===== src/rtl/uart_tx_pkg.sv =====
package uart_tx_pkg;
    localparam int DATA_W     = 8;
    localparam int MIN_BITS   = 5;
    localparam int OVERSAMPLE = 16;
    localparam int CNT_W      = $clog2(DATA_W + 1);

    typedef enum logic [1:0] {
        SH_IDLE  = 2'd0,
        SH_START = 2'd1,
        SH_DATA  = 2'd2,
        SH_STOP  = 2'd3
    } sh_state_e;
endpackage


===== src/rtl/cts_sync.sv =====
module cts_sync #(
    parameter int STAGES = 2
) (
    input  logic clk,
    input  logic rst_n,
    input  logic cts_n,
    output logic cts_ok
);
    logic [STAGES-1:0] sync_d, sync_q;

    always_comb begin
        sync_d = {sync_q[STAGES-2:0], cts_n};
    end

    // Reset to the negated level so no start bit can issue before the pin is seen.
    always_ff @(posedge clk or negedge rst_n) begin
        if (!rst_n) sync_q <= '1;
        else        sync_q <= sync_d;
    end

    assign cts_ok = ~sync_q[STAGES-1];
endmodule


===== src/rtl/tx_holding.sv =====
module tx_holding #(
    parameter int DATA_W = 8
) (
    input  logic              clk,
    input  logic              rst_n,
    input  logic              wr_en,
    input  logic [DATA_W-1:0] wr_data,
    input  logic              take,
    output logic              full,
    output logic [DATA_W-1:0] data
);
    typedef struct packed {
        logic              full;
        logic [DATA_W-1:0] data;
    } hold_t;

    hold_t st_d, st_q;

    always_comb begin
        st_d = st_q;
        if (take) st_d.full = 1'b0;
        // A write in the same cycle as a take refills the slot with the new byte.
        if (wr_en) begin
            st_d.full = 1'b1;
            st_d.data = wr_data;
        end
    end

    always_ff @(posedge clk or negedge rst_n) begin
        if (!rst_n) st_q <= '0;
        else        st_q <= st_d;
    end

    assign full = st_q.full;
    assign data = st_q.data;
endmodule


===== src/rtl/tx_shifter.sv =====
module tx_shifter
    import uart_tx_pkg::*;
#(
    parameter int DW  = DATA_W,
    parameter int OS  = OVERSAMPLE,
    parameter int CW  = CNT_W
) (
    input  logic          clk,
    input  logic          rst_n,
    input  logic          baud_tick,
    input  logic          load,
    input  logic [DW-1:0] load_data,
    input  logic [CW-1:0] load_bits,
    output logic          txd,
    output logic          idle
);
    localparam int TW = $clog2(OS);

    typedef struct packed {
        sh_state_e     state;
        logic [TW-1:0] tick;
        logic [CW-1:0] bit_idx;
        logic [CW-1:0] nbits;
        logic [DW-1:0] shreg;
        logic          txd;
    } sh_t;

    sh_t st_d, st_q;
    logic bit_end;

    always_comb begin
        st_d    = st_q;
        bit_end = baud_tick && (st_q.tick == TW'(OS - 1));
        if (st_q.state == SH_IDLE) begin
            st_d.txd = 1'b1;
            if (load) begin
                st_d.state   = SH_START;
                st_d.txd     = 1'b0;
                st_d.shreg   = load_data;
                st_d.nbits   = load_bits;
                st_d.tick    = '0;
                st_d.bit_idx = '0;
            end
        end else if (baud_tick) begin
            st_d.tick = bit_end ? '0 : st_q.tick + TW'(1);
            if (bit_end) begin
                unique case (st_q.state)
                    SH_START: begin
                        st_d.state   = SH_DATA;
                        st_d.txd     = st_q.shreg[0];
                        st_d.shreg   = st_q.shreg >> 1;
                        st_d.bit_idx = '0;
                    end
                    SH_DATA: begin
                        if (st_q.bit_idx == st_q.nbits - CW'(1)) begin
                            st_d.state = SH_STOP;
                            st_d.txd   = 1'b1;
                        end else begin
                            st_d.bit_idx = st_q.bit_idx + CW'(1);
                            st_d.txd     = st_q.shreg[0];
                            st_d.shreg   = st_q.shreg >> 1;
                        end
                    end
                    SH_STOP: begin
                        st_d.state = SH_IDLE;
                        st_d.txd   = 1'b1;
                    end
                    default: st_d.state = SH_IDLE;
                endcase
            end
        end
    end

    always_ff @(posedge clk or negedge rst_n) begin
        if (!rst_n) begin
            st_q       <= '0;
            st_q.state <= SH_IDLE;
            st_q.txd   <= 1'b1;
        end else begin
            st_q <= st_d;
        end
    end

    assign txd  = st_q.txd;
    assign idle = (st_q.state == SH_IDLE);
endmodule


===== src/rtl/uart_cts_tx.sv =====
module uart_cts_tx
    import uart_tx_pkg::*;
#(
    parameter int SYNC_STAGES = 2
) (
    input  logic              clk,
    input  logic              rst_n,
    input  logic              wr_en,
    input  logic [DATA_W-1:0] wr_data,
    input  logic [1:0]        word_len,
    input  logic              baud_tick,
    input  logic              cts_n,
    output logic              txd,
    output logic              tx_buf_empty,
    output logic              tx_done
);
    logic              cts_ok;
    logic              buf_full;
    logic [DATA_W-1:0] buf_data;
    logic              shift_idle;
    logic              load;
    logic [CNT_W-1:0]  nbits;

    assign nbits = CNT_W'(MIN_BITS) + CNT_W'(word_len);
    assign load  = shift_idle && buf_full && cts_ok;

    cts_sync #(.STAGES(SYNC_STAGES)) u_sync (
        .clk    (clk),
        .rst_n  (rst_n),
        .cts_n  (cts_n),
        .cts_ok (cts_ok)
    );

    tx_holding #(.DATA_W(DATA_W)) u_hold (
        .clk     (clk),
        .rst_n   (rst_n),
        .wr_en   (wr_en),
        .wr_data (wr_data),
        .take    (load),
        .full    (buf_full),
        .data    (buf_data)
    );

    tx_shifter u_shift (
        .clk       (clk),
        .rst_n     (rst_n),
        .baud_tick (baud_tick),
        .load      (load),
        .load_data (buf_data),
        .load_bits (nbits),
        .txd       (txd),
        .idle      (shift_idle)
    );

    assign tx_buf_empty = ~buf_full;
    assign tx_done      = ~buf_full & shift_idle;
endmodule


===== config.mk =====
export PLATFORM = sky130hd
export DESIGN_NAME = uart_cts_tx
export DESIGN_NICKNAME = d
export VERILOG_FILES = /design/src/rtl/uart_tx_pkg.sv /design/src/rtl/cts_sync.sv /design/src/rtl/tx_holding.sv /design/src/rtl/tx_shifter.sv /design/src/rtl/uart_cts_tx.sv
export SDC_FILE = /design/constraint.sdc
export NUM_CORES = 1
export LEC_CHECK = 0
export ABC_AREA = 0
export CORE_MARGIN = 2
export CORE_UTILIZATION = 30
export CTS_CLUSTER_DIAMETER = 60
export DETAILED_ROUTE_END_ITERATION = 10
export PLACE_DENSITY_LB_ADDON = 0.12
export SLEW_MARGIN = 0
export SYNTH_ARGS = -nofsm -noshare
export SYNTH_HDL_FRONTEND = slang
export SYNTH_SLANG_ARGS = --single-unit

===== constraint.sdc =====
create_clock -name clk -period 2.1 [get_ports clk]
set_input_delay 0.315 -clock clk [delete_from_list [all_inputs] [get_ports clk]]
set_output_delay 0.315 -clock clk [all_outputs]
set_load 0.01 [all_outputs]

==> reports/results.tsv <==
stage	metric	value	unit
floorplan	floorplan.initialDensity	0.3113	
synthesis	syn_area	1714	sq um
route	vias_per_cell	4.710	
synthesis	synthTopCellsByArea	sky130_fd_sc_hd__dfrtp_1 45%, sky130_fd_sc_hd__mux2_2 7.9%, sky130_fd_sc_hd__ha_1 5.8%	
synthesis	leading_area_contributor_after_synthesis	sky130_fd_sc_hd__dfrtp_1	
synthesis	share_of_cell_area_taken_by_muxes_after_synthesis	0.1372	
synthesis	avgSynthCellArea	11.50	sq um
synthesis	synth_simple_gate_area_frac	0.1124	
synthesis	syn_nets	172	
clock_network	cts-root-buf	sky130_fd_sc_hd__clkbuf_8	
synthesis	yosys.area_share.adder	0.05839	
worst_setup_path	worstPathArrival	2.21	ns
grt	grt_util_all_layers	0.1238	
floorplan	placeableCoreArea	5507	sq um
hold_path	timing.hold.worst.class	flop to flop	
synthesis	synth_top_family_by_area	multiplexers	
route	drt_pass1_iterations	3	
synthesis	syn_warnings	0	
grt	grt_start_max_net_pins	35	
worst_setup_path	critical_path.startpoint_type	flop	
worst_setup_path	cp_data_required_time	2.28	ns
status	outcome	complete, no violations	
grt	initial_antenna_violation_count	0	
timing	rsz0062_at_grt	yes	
grt	gr-usage-met1	0.1513	
synthesis	synth-compound-area-share	0.1219	
synthesis	synth.cells.most_frequent	31 x sky130_fd_sc_hd__dfrtp_1, 12 x sky130_fd_sc_hd__mux2_2, 11 x sky130_fd_sc_hd__nand2_1, 10 x sky130_fd_sc_hd__nor2_1, 10 x sky130_fd_sc_hd__o21ai_0	
synthesis	postSynth.topFlopCell	sky130_fd_sc_hd__dfrtp_1	
timing	tns	0	ns
grt	grt_first_pass_wirelength	6044	um
floorplan	fp.dieArea	6335	sq um
grt	grt_use_met2	0.2042	
synthesis	synthDistinctLibCells	42	
grt	global_route.usage.met3	0.03846	
timing	clock.fmax	491.4	MHz
timing	drv_slew	0	
clock_network	cts_made_buffers	5	
grt	first_global_vias	1265	
final_layout	finish.instance_area	2208	sq um
final_layout	area_delta_synth_final	28.83	%
pwr	power.leakage	0.001002	uW
route	drtIter0Drc	46	
pwr	pwr_density_cell	1354	nW/um^2
timing	report.final.setup_viol	0	
pwr	vdd.ir_drop.worst	0.0004523	V
placed_design	postPlaceCellArea	2029	sq um
synthesis	count_of_flip_flops_with_a_built_in_enable_after_synthesis	0	
clock_network	cts_tree	yes	
route	wl	3381	um
synthesis	ys_ff_latch	34	
floorplan	fp.dieW	79.59	um
route	route.vias.total	1201	
synthesis	async_flop_share	1.000	
floorplan	ios	18	
clock_network	cts_sinks	34	
final_layout	antenna_cells	0	
synthesis	post_synth_inst_count	149	
grt	globalRoute.totalOverflow	0	
route	drt-wirelength-per-cell	13.26	um
timing	clock_skew	0.007127	ns
timing	worst_pin_slew	0.4380	ns
pwr	finalPower	2989	uW
worst_setup_path	setup.worst_path.class	flop to flop	
timing	finalHoldViolations	0	
placed_design	port_buffers	17	
worst_setup_path	setup.worst_path.end_class	flop	
flow_run	maxCapViolCount	0	
synthesis	synth_largest_type_area_fraction	0.4526	
clock_network	clock_latency_on_the_worst_skew_pair	0.29	ns
route	detail-route-antenna-nets	0	
floorplan	fp.dieH	79.59	um
timing	postLayoutSetupSlackWorst	0.06481	ns
route	detail_route.drc_violations	0	
clock_network	path_clk_slew	0.08	ns
timing	tmin_final	2.035	ns
clock_network	postCtsHoldBufs	0	
synthesis	post_synth_xor_area_fraction	0.03358	
placed_design	dp_hpwl	2419	um
synthesis	post-synth-top-count-cell	sky130_fd_sc_hd__dfrtp_1	
final_layout	fin_util	0.4010	
worst_setup_path	cp_max_fo	3	
timing	final.period_utilization	0.9691	
final_layout	post_route_cells_drive_above_1_share	0.2732	
final_layout	final_net_count	205	
timing	relative_slew_slack	0.7041	
grt	grt-busiest-layer	met2	
clock_network	clock_tree.htree_level_count	2	
placed_design	dpl_worst_slack	-0.05732	ns
floorplan	placement_rows	27	
clock_network	max-clock-path-buffers	2	
placed_design	place.gp.congestion	0.7563	
synthesis	synth-seq-area-share	0.4985	
-- sequential cells by signal, indices dropped and copies added (netlist names) --
register / flops
u_shift.st_q: 22
u_hold.full: 1
u_sync.sync_q: 2
u_hold.data: 8
u_shift.txd: 1
-- layout by cell type, fill, tap and decap left out, types with 2 or more instances in the layout --
cell	instances
sky130_fd_sc_hd__dfrtp_1	31
sky130_fd_sc_hd__clkdlybuf4s50_1	16
sky130_fd_sc_hd__buf_4	14
sky130_fd_sc_hd__mux2_2	12
sky130_fd_sc_hd__nand2_1	11
sky130_fd_sc_hd__nor2_1	10
sky130_fd_sc_hd__o21ai_0	10
sky130_fd_sc_hd__inv_1	8
sky130_fd_sc_hd__ha_1	7
sky130_fd_sc_hd__a21oi_1	6
sky130_fd_sc_hd__clkbuf_8	5
sky130_fd_sc_hd__mux2_4	4
sky130_fd_sc_hd__mux2i_1	4
sky130_fd_sc_hd__a22oi_1	3
sky130_fd_sc_hd__dfstp_2	3
sky130_fd_sc_hd__nand2b_1	2
sky130_fd_sc_hd__xnor2_1	2
sky130_fd_sc_hd__xor2_1	2
sky130_fd_sc_hd__a22o_1	2
sky130_fd_sc_hd__or3_1	2
sky130_fd_sc_hd__a32o_1	2
sky130_fd_sc_hd__bufinv_16	2
-- metal layers --
layer,part of all wire,vias up,routed length (um)
met3,0.032,6,109
met1,0.46,585,1560
met5,0,-,0
met4,0.019,0,63
li1,-,592,-
met2,0.49,18,1648
-- final cells by class --
| class | instances | area (sq um) |
|---|---|---|
| Clock buffer | 5 | 68.82 |
| Clock inverter | 3 | 68.82 |
| Fill cell | 524 | 3298 |
| Inverter | 10 | 37.54 |
| Multi-Input combinational cell | 100 | 814.5 |
| Sequential cell | 34 | 854.6 |
| Tap cell | 72 | 90.09 |
| Timing Repair Buffer | 31 | 274.0 |
-- worst max-delay path, cell delays in order, from the launching register on --
cell and delay [ns]:
sky130_fd_sc_hd__dfrtp_1 0.35, sky130_fd_sc_hd__inv_1 0.06, sky130_fd_sc_hd__ha_1 0.29, sky130_fd_sc_hd__xor2_1 0.18, sky130_fd_sc_hd__nand3_2 0.12, sky130_fd_sc_hd__or2_2 0.33, sky130_fd_sc_hd__a211oi_4 0.24, sky130_fd_sc_hd__mux2_2 0.36
-- through the flow --
stage	hold WS, ns	std cells
after floorplan	0.01941	149
after global placement	0.3465	244
after detailed placement	0.3490	244
after CTS	0.3613	252
after global routing	0.3653	255
final	0.3591	255
-- report_power, final --
part / switching, uW / total (uW) / internal (uW)
clock network: 254 / 730 / 476
logic: 587 / 1230 / 639
registers: 155 / 1030 / 879
-- timing repair --
item	in CTS	in global routing
pin swaps	0	2
endpoints found under the setup margin	5	7
setup buffers	0	3
gates resized for setup	4	1
-- kinds of logic (layout without fill, tap and decap cells) --
group | after synthesis | in the layout
flops | 34 | 34
fa+ha+maj | 8 | 8
xor+xnor | 5 | 5
mux | 20 | 20
compound gates | 31 | 31
simple gates | 36 | 36
buf+inv | 15 | 49
-- path summary, 6_finish.rpt --
path                                              startpoint                      endpoint  slack [ns]  cells after the start
worst min register to register    u_sync.sync_q[0]$_DFF_PN1_    u_sync.sync_q[1]$_DFF_PN1_        0.36                      0
worst max-delay path            u_shift.st_q[10]$_DFFE_PN0P_  u_shift.st_q[22]$_DFFE_PN0P_        0.06                      7
max in group asynchronous                              rst_n       u_shift.txd$_DFFE_PN1P_        1.33                      2
min in group asynchronous                              rst_n    u_hold.data[2]$_DFFE_PN0P_        0.43                      2
worst max register to register  u_shift.st_q[10]$_DFFE_PN0P_  u_shift.st_q[22]$_DFFE_PN0P_        0.06                      7
worst min-delay path              u_sync.sync_q[0]$_DFF_PN1_    u_sync.sync_q[1]$_DFF_PN1_        0.36                      0
Note: power is estimated with default switching activity, not from simulation.
